`src/rtl/dma_irq_msg_unit.sv`:
```
module dma_irq_msg_unit #(
  parameter int ADDR_W = 8
) (
  input  logic              clk,
  input  logic              rst_n,
  input  logic              ev_stop,
  input  logic              ev_abort,
  input  logic              reg_we,
  input  logic [ADDR_W-1:0] reg_addr,
  input  logic [31:0]       reg_wdata,
  output logic [31:0]       reg_rdata,
  output logic              irq_local,
  output logic              msg_valid,
  input  logic              msg_ready,
  output logic [63:0]       msg_addr,
  output logic [31:0]       msg_data
);
  localparam logic [ADDR_W-1:0] OFS_STAT  = ADDR_W'('h84);
  localparam logic [ADDR_W-1:0] OFS_SETUP = ADDR_W'('h88);
  localparam logic [ADDR_W-1:0] OFS_CLR   = ADDR_W'('h8C);
  localparam logic [ADDR_W-1:0] OFS_SA_LO = ADDR_W'('h90);
  localparam logic [ADDR_W-1:0] OFS_SA_HI = ADDR_W'('h94);
  localparam logic [ADDR_W-1:0] OFS_AA_LO = ADDR_W'('hA0);
  localparam logic [ADDR_W-1:0] OFS_AA_HI = ADDR_W'('hA4);
  localparam logic [ADDR_W-1:0] OFS_DATA  = ADDR_W'('hA8);
  localparam int BIT_STOP = 0, BIT_ABORT = 2;
  localparam int EN_RSTOP = 3, EN_LSTOP = 4, EN_RABORT = 5, EN_LABORT = 6;
  localparam logic [6:0] SETUP_KEEP = 7'b1111101;

  logic        stat_stop, stat_abort;
  logic [6:0]  setup_q;
  logic [63:0] stop_adr, abort_adr;
  logic [31:0] data_q;
  logic        pend_stop, pend_abort;
  logic        out_valid;
  logic [63:0] out_adr;
  logic [31:0] out_data;

  wire wr_clr   = reg_we && reg_addr == OFS_CLR;
  wire go_stop  = ev_stop  && setup_q[EN_RSTOP]  && !setup_q[BIT_STOP];
  wire go_abort = ev_abort && setup_q[EN_RABORT] && !setup_q[BIT_ABORT];
  wire load     = (pend_stop || pend_abort) && (!out_valid || msg_ready);
  wire pick_stop = pend_stop;

  always_ff @(posedge clk or negedge rst_n) begin
    if (!rst_n) begin
      stat_stop  <= 1'b0;
      stat_abort <= 1'b0;
      pend_stop  <= 1'b0;
      pend_abort <= 1'b0;
    end else begin
      stat_stop  <= ev_stop  || (stat_stop  && !(wr_clr && reg_wdata[BIT_STOP]));
      stat_abort <= ev_abort || (stat_abort && !(wr_clr && reg_wdata[BIT_ABORT]));
      pend_stop  <= go_stop  || (pend_stop  && !(load && pick_stop));
      pend_abort <= go_abort || (pend_abort && !(load && !pick_stop));
    end
  end

  always_ff @(posedge clk or negedge rst_n) begin
    if (!rst_n) begin
      setup_q   <= '0;
      stop_adr  <= '0;
      abort_adr <= '0;
      data_q    <= '0;
    end else if (reg_we) begin
      case (reg_addr)
        OFS_SETUP: setup_q          <= reg_wdata[6:0] & SETUP_KEEP;
        OFS_SA_LO: stop_adr[31:0]   <= reg_wdata;
        OFS_SA_HI: stop_adr[63:32]  <= reg_wdata;
        OFS_AA_LO: abort_adr[31:0]  <= reg_wdata;
        OFS_AA_HI: abort_adr[63:32] <= reg_wdata;
        OFS_DATA:  data_q           <= reg_wdata;
        default: ;
      endcase
    end
  end

  always_ff @(posedge clk or negedge rst_n) begin
    if (!rst_n) begin
      out_valid <= 1'b0;
      out_adr   <= '0;
      out_data  <= '0;
    end else if (load) begin
      out_valid <= 1'b1;
      out_adr   <= pick_stop ? stop_adr : abort_adr;
      out_data  <= data_q;
    end else if (msg_ready) begin
      out_valid <= 1'b0;
    end
  end

  always_comb begin
    case (reg_addr)
      OFS_STAT:  reg_rdata = {29'd0, stat_abort, 1'b0, stat_stop};
      OFS_SETUP: reg_rdata = {25'd0, setup_q};
      OFS_SA_LO: reg_rdata = stop_adr[31:0];
      OFS_SA_HI: reg_rdata = stop_adr[63:32];
      OFS_AA_LO: reg_rdata = abort_adr[31:0];
      OFS_AA_HI: reg_rdata = abort_adr[63:32];
      OFS_DATA:  reg_rdata = data_q;
      default:   reg_rdata = '0;
    endcase
  end

  assign irq_local = (stat_stop  && setup_q[EN_LSTOP]  && !setup_q[BIT_STOP]) ||
                     (stat_abort && setup_q[EN_LABORT] && !setup_q[BIT_ABORT]);
  assign msg_valid = out_valid;
  assign msg_addr  = out_adr;
  assign msg_data  = out_data;

  AST_STOP_LATCH:  assert property (@(posedge clk) disable iff (!rst_n) ev_stop |=> stat_stop);
  AST_ABORT_LATCH: assert property (@(posedge clk) disable iff (!rst_n) ev_abort |=> stat_abort);
  AST_CLR_STOP:    assert property (@(posedge clk) disable iff (!rst_n)
                     (wr_clr && reg_wdata[BIT_STOP] && !ev_stop) |=> !stat_stop);
  AST_IRQ_QUIET:   assert property (@(posedge clk) disable iff (!rst_n)
                     (!stat_stop && !stat_abort) |-> !irq_local);
  AST_MSG_HOLD:    assert property (@(posedge clk) disable iff (!rst_n)
                     (msg_valid && !msg_ready) |=> (msg_valid && $stable(msg_addr) && $stable(msg_data)));
endmodule

```
`config.mk`:
```
export PLATFORM = sky130hd
export DESIGN_NAME = dma_irq_msg_unit
export DESIGN_NICKNAME = d
export VERILOG_FILES = /design/src/rtl/dma_irq_msg_unit.sv
export SDC_FILE = /design/constraint.sdc
export NUM_CORES = 1
export LEC_CHECK = 0
export BUFFER_PORTS_ARGS = -buffer_cell sky130_fd_sc_hd__buf_2
export CORE_MARGIN = 10
export CORE_UTILIZATION = 55
export DETAILED_ROUTE_END_ITERATION = 10
export GPL_TIMING_DRIVEN = 0
export PLACE_DENSITY = 0.77
export SYNTH_ARGS = -nofsm -noshare
export SYNTH_HDL_FRONTEND = slang
export SYNTH_SLANG_ARGS = --single-unit
```
`constraint.sdc`:
```
create_clock -name clk -period 1.9 [get_ports clk]
set_input_delay 0.095 -clock clk [delete_from_list [all_inputs] [get_ports clk]]
set_output_delay 0.095 -clock clk [all_outputs]
set_load 0.03 [all_outputs]
```
# After elaboration in Yosys (flattened, before gate mapping)
# Index checks and enable logic that the tools add are counted.
classes:
  div_mod_pow: 0
  n_lt_le_gt_ge: 0
  bitwise: 0
  n_eq_ne: 8
  muxes: 4
  n_shift: 0
  reduce_logical: 40
  add_sub_neg: 0
  mul: 0
op_table:
  columns: ["operator", "count"]
  rows:
  - ["32-bit case mux with 7 select lines", 1]
  - ["8-bit equality test (second input constant)", 8]
  - ["64-bit two-way mux", 1]
  - ["1-bit logical AND", 18]
  - ["2-bit AND reduction", 6]
  - ["1-bit zero test", 8]
  - ["1-bit logical OR", 7]
  - ["1-bit two-way mux", 2]
  - ["2-bit nonzero test", 1]
totals:
  memories: 0
  regBits: 267
  rom_bits: 0
  latch_bits: 0
  output_inout_bits: 130
  mem_bits_rw: 0
  in_bits: 46

# Depth between registers and ports, before layout
logic_depth:
  depth_word: 7
  mapped_depth: 7
  ltp_nobuf: 4

# Worst setup path before layout
# No wires, ideal clock.
synth_timing:
  path_kind: "register -> register"
  startpoint: "reg out_valid (netlist: msg_valid)"
  endpoint: "reg out_adr[27] (netlist: msg_addr[27])"
  path_stages_with_launch: 7
  period_less_slack_ps: 1795
  path_slack_ps: 105
  n_path_buf: 2
  arrival_time_ps: 1717
  required_ps: 1823
  setup_time_ps: 77
  path_cell_list: "dfrtp_1 > nor2b_1 > nor2_1 > clkbuf_1 > clkbuf_1 > nor2_1 > a21oi_1"
synth_via:
  elab_chain_cells: 3
synth_lines:
  columns: ["item", "line", "source"]
  rows:
  - ["from (decl)", "35", "logic out_valid;"]
  - ["from (signal assigned)", "80", "out_valid <= 1'b0;"]
  - ["from (signal assigned)", "84", "out_valid <= 1'b1;"]
  - ["from (signal assigned)", "88", "out_valid <= 1'b0;"]
  - ["1-bit zero test", "42", "wire load = (pend_stop || pend_abort) && (!out_valid || msg_ready);"]
  - ["1-bit logical OR", "42", null]
  - ["1-bit logical AND", "42", null]
  - ["to (signal assigned)", "85", "out_adr <= pick_stop ? stop_adr : abort_adr;"]
  - ["to (decl)", "36", "logic [63:0] out_adr;"]
# No other way between the ends.
# A chain may end at the register's enable or synchronous reset.

# Worst setup path after layout
layout_timing:
  startpoint: "reg abort_adr[53]"
  endpoint: "out reg_rdata[21]"
layout_via:
  elab_chain_cells: 1
layout_lines:
  columns: ["item", "line", "source"]
  rows:
  - ["from (decl)", "32", "logic [63:0] stop_adr, abort_adr;"]
  - ["from (signal assigned)", "71", "OFS_AA_HI: abort_adr[63:32] <= reg_wdata;"]
  - ["32-bit case mux with 7 select lines", "93", "case (reg_addr)"]
  - ["to (decl)", "11", "output logic [31:0] reg_rdata,"]
# No other way between the ends.

==> run_results.csv <==
group,metric,value,unit
outcome,status,"finished, violations left",
outcome,violations,"setup timing",
power,ir_worst_vdd,1.05,mV
global_routing,grt-ovfl-total,0,
sta,setup_viol,2,
global_routing,grt_pass1_vias,9410,
sta,fmax,524,MHz
placement,io_buffers,175,
synthesis,yosys_warnings,0,
route,drt_iter0_markers,893,
setup_path,rr_endpoint,"msg_addr[62]$_DFFE_PN0P_",
run,maxCapViolations,0,
layout,nNetsFinal,1203,
synthesis,synth_compound_area_share,8.98,%
setup_path,rr_worst_depth,5,
worst_hold_path,min_from,"reg_we",
setup_path,r2r_start,"pend_stop$_DFF_PN0_",
synthesis,synth_area,0.0117,mm^2
placement,gp_congestion,0.914,
power,power_leakage,7.28,nW
route,dr.pass1.iters,8,
clock_network,htree_levels,1,
placement,placed_cells,1344,
floorplan,die-area,0.0276,mm^2
route,num_vias,8792,
layout,layoutNonFillerInstCount,1453,
worst_hold_path,hold_path_class,"input pin to register",
setup_path,r2r_slack,20,ps
clock_network,clkTransAtPathRegs,60,ps
synthesis,synth_xor_area_share,0,%
clock_network,cts_buffers,27,
global_routing,grt_pass1_wl,54.2,mm
synthesis,ys_seq_area_share,57.0,%
clock_network,cts-root-buf,"clkbuf_16",
floorplan,die_w,166,um
synthesis,synthCells,892,
floorplan,rows,53,
synthesis,muxShareOfSynthArea,25.5,%
synthesis,ys_ff_latch,267,
worst_hold_path,hold_depth,3,
floorplan,die_y,166,um
placement,post-dp-hpwl,23.7,mm
synthesis,postSynthAreaPerCell,13.1,um^2
layout,final_area,0.0146,mm^2
clock_network,tritoncts,"yes",
layout,fillers,1480,
placement,place_area,0.0130,mm^2
synthesis,synth_edf_count,0,
sta,rsz0062_at_grt,"yes",
synthesis,ys_async_sr_fraction,100,%
synthesis,synth-main-ff-cell,"dfrtp_1",
global_routing,antenna_found_initial,4,
layout,utilization,69.6,%
synthesis,synth_nets,938,
route,wl_per_cell,24.4,um
sta,fin_crit_sh,100,%
sta,hold_viol_final,0,
synthesis,synth-simple-area-share,6.20,%
clock_network,numClockSinks,267,
power,powerDensity,1120,mW/mm^2
sta,maxSlewViolCount,0,
power,power.total,0.0164,W
route,via_per_inst,6.05,
setup_path,path_max_fanout,3,
clock_network,cts_max_path_buffers,3,
setup_path,startpoint_type,"register",
route,ant_nets,0,
setup_path,cp.required,1800,ps
synthesis,synth-adder-area-share,0,%
sta,min_period,1910,ps
sta,tightest_slew,985,ps
sta,finalSetupTns,-16.1,ps
floorplan,start_util,55.8,%
floorplan,io_pins,176,
global_routing,grt_max_degree,127,
global_routing,grt_util_all_layers,24.5,%
layout,layout-drive-gt1-share,42.0,%
setup_path,criticalPathCategory,"register to primary output",
clock_network,insertion_delay,540,ps
setup_path,crit_arrival,1810,ps
sta,worst_slack,-8.41,ps
sta,slew_headroom,34.1,%
layout,syn_to_final_growth,24.8,%
worst_hold_path,hold_end,"stop_adr[63]$_DFFE_PN0P_",
route,drt_wl_total,35.4,mm
synthesis,synth_cell_type_count,38,
sta,finClkSkew,19.2,ps
route,route.detailed.drc,0,
setup_path,endpoint_kind,"primary output",
synthesis,synth_top_family_by_area,"multiplexers",
floorplan,coreArea,0.0210,mm^2
worst max path at each step:
stage / startpoint / endpoint / slack, ps / cells after the start
2_1_floorplan: msg_valid$_DFFE_PN0P_ / msg_addr[27]$_DFFE_PN0P_ / 110 / 6
3_3_place_gp: rst_n / msg_data[15]$_DFFE_PN0P_ / -4070 / 1
3_5_place_dp: msg_valid$_DFFE_PN0P_ / msg_addr[44]$_DFFE_PN0P_ / -710 / 6
4_1_cts: abort_adr[61]$_DFFE_PN0P_ / reg_rdata[29] / 3 / 4
5_1_grt: data_q[6]$_DFFE_PN0P_ / reg_rdata[6] / -130 / 4
6_report: abort_adr[53]$_DFFE_PN0P_ / reg_rdata[21] / -8 / 4
cell usage in the layout, fill, tap and decap left out, types with 3 or more instances in the layout:
master,n
a21oi_1,64
a222oi_1,27
a22o_1,33
a22oi_1,14
and2_1,3
buf_1,4
buf_2,177
buf_4,31
buf_6,14
clkbuf_1,15
clkbuf_16,27
clkbuf_2,10
clkbuf_4,8
clkbuf_8,7
clkinv_2,6
dfrtp_1,267
dlygate4sd3_1,39
mux2_1,3
mux2_2,165
mux2_4,30
mux2i_1,65
nand2_1,56
nand3_1,5
nor2_1,65
nor2b_1,4
nor4bb_1,3
o21ai_1,3
layer usage:
| metal | global-route usage, % | vias up | wire [um] |
|---|---|---|---|
| met5 | 0 | - | 46 |
| met4 | 9.13 | 6 | 1170 |
| met3 | 5.44 | 91 | 2820 |
| met2 | 40.8 | 413 | 17400 |
| met1 | 30.6 | 4475 | 13900 |
| li1 | - | 3807 | - |
critical path: stages (launching register included):
cell and delay, ps:
dfrtp_1 410, a22o_1 230, a222oi_1 290, nand2_1 180
buf_6 180
cell type report:
class	count	area [um^2]	share of cell area [%]
buffer	60	365	2.50
sequential	267	6680	45.7
inverter	1	3.75	0.0257
clock buffer	39	781	5.34
antenna	1	2.50	0.0171
timing repair buffer	236	1540	10.6
multi-input combinational	564	4800	32.8
tap	275	344	2.35
clock inverter	10	106	0.727
Yosys cell counts (5+ instances only):
master    count  area [um^2]
a22oi_1      14          105
nand2_1      56          210
mux2i_1      65          651
buf_2        13         65.1
a22o_1       33          289
buf_1         9         33.8
nand3_1       5         25.0
a21oi_1      64          320
nor2_1       66          248
mux2_4       30          450
clkbuf_1     34          128
mux2_2      165         1860
a222oi_1     27          270
dfrtp_1     267         6680
stage by stage:
| stage | setup slack, ps | hold WS, ps |
|---|---|---|
| 2_1_floorplan | 105 | -201 |
| 3_3_place_gp | -4070 | 317 |
| 3_5_place_dp | -708 | -47.3 |
| 4_1_cts | 2.53 | 22.1 |
| 5_1_grt | -127 | 41.3 |
| 6_report | -8.41 | 45.7 |
flip-flops by register name (all words and copies together) (netlist names):
name	cells
msg_valid	1
msg_data	32
abort_adr	64
setup_q	6
stop_adr	64
data_q	32
pend_abort	1
msg_addr	64
stat_stop	1
pend_stop	1
stat_abort	1
report_power, final:
group | internal (W) | switching [W] | total [W]
clock | 0.00312 | 0.00219 | 0.00531
combinational | 0.00123 | 0.00272 | 0.00395
sequential | 0.00659 | 0.000588 | 0.00718
total | 0.0109 | 0.00551 | 0.0164
cell families (layout without fill, tap and decap cells):
group                  after synthesis  in the layout
AND/OR/NAND/NOR                    153            153
multiplexers                       263            263
flip-flops                         267            267
other                                0              1
AO/OA/AOI/OAI                      148            148
buffers and inverters               61            346
repair_timing:
action                     CTS  global route
hold buffers                39             0
pin swaps                    7            23
gates cloned                 0             0
setup endpoints to repair  130           108
buffers inserted             8            12
hold endpoints to repair   437             0
gates resized for setup     67            44
(Power assumes the default switching activity.)
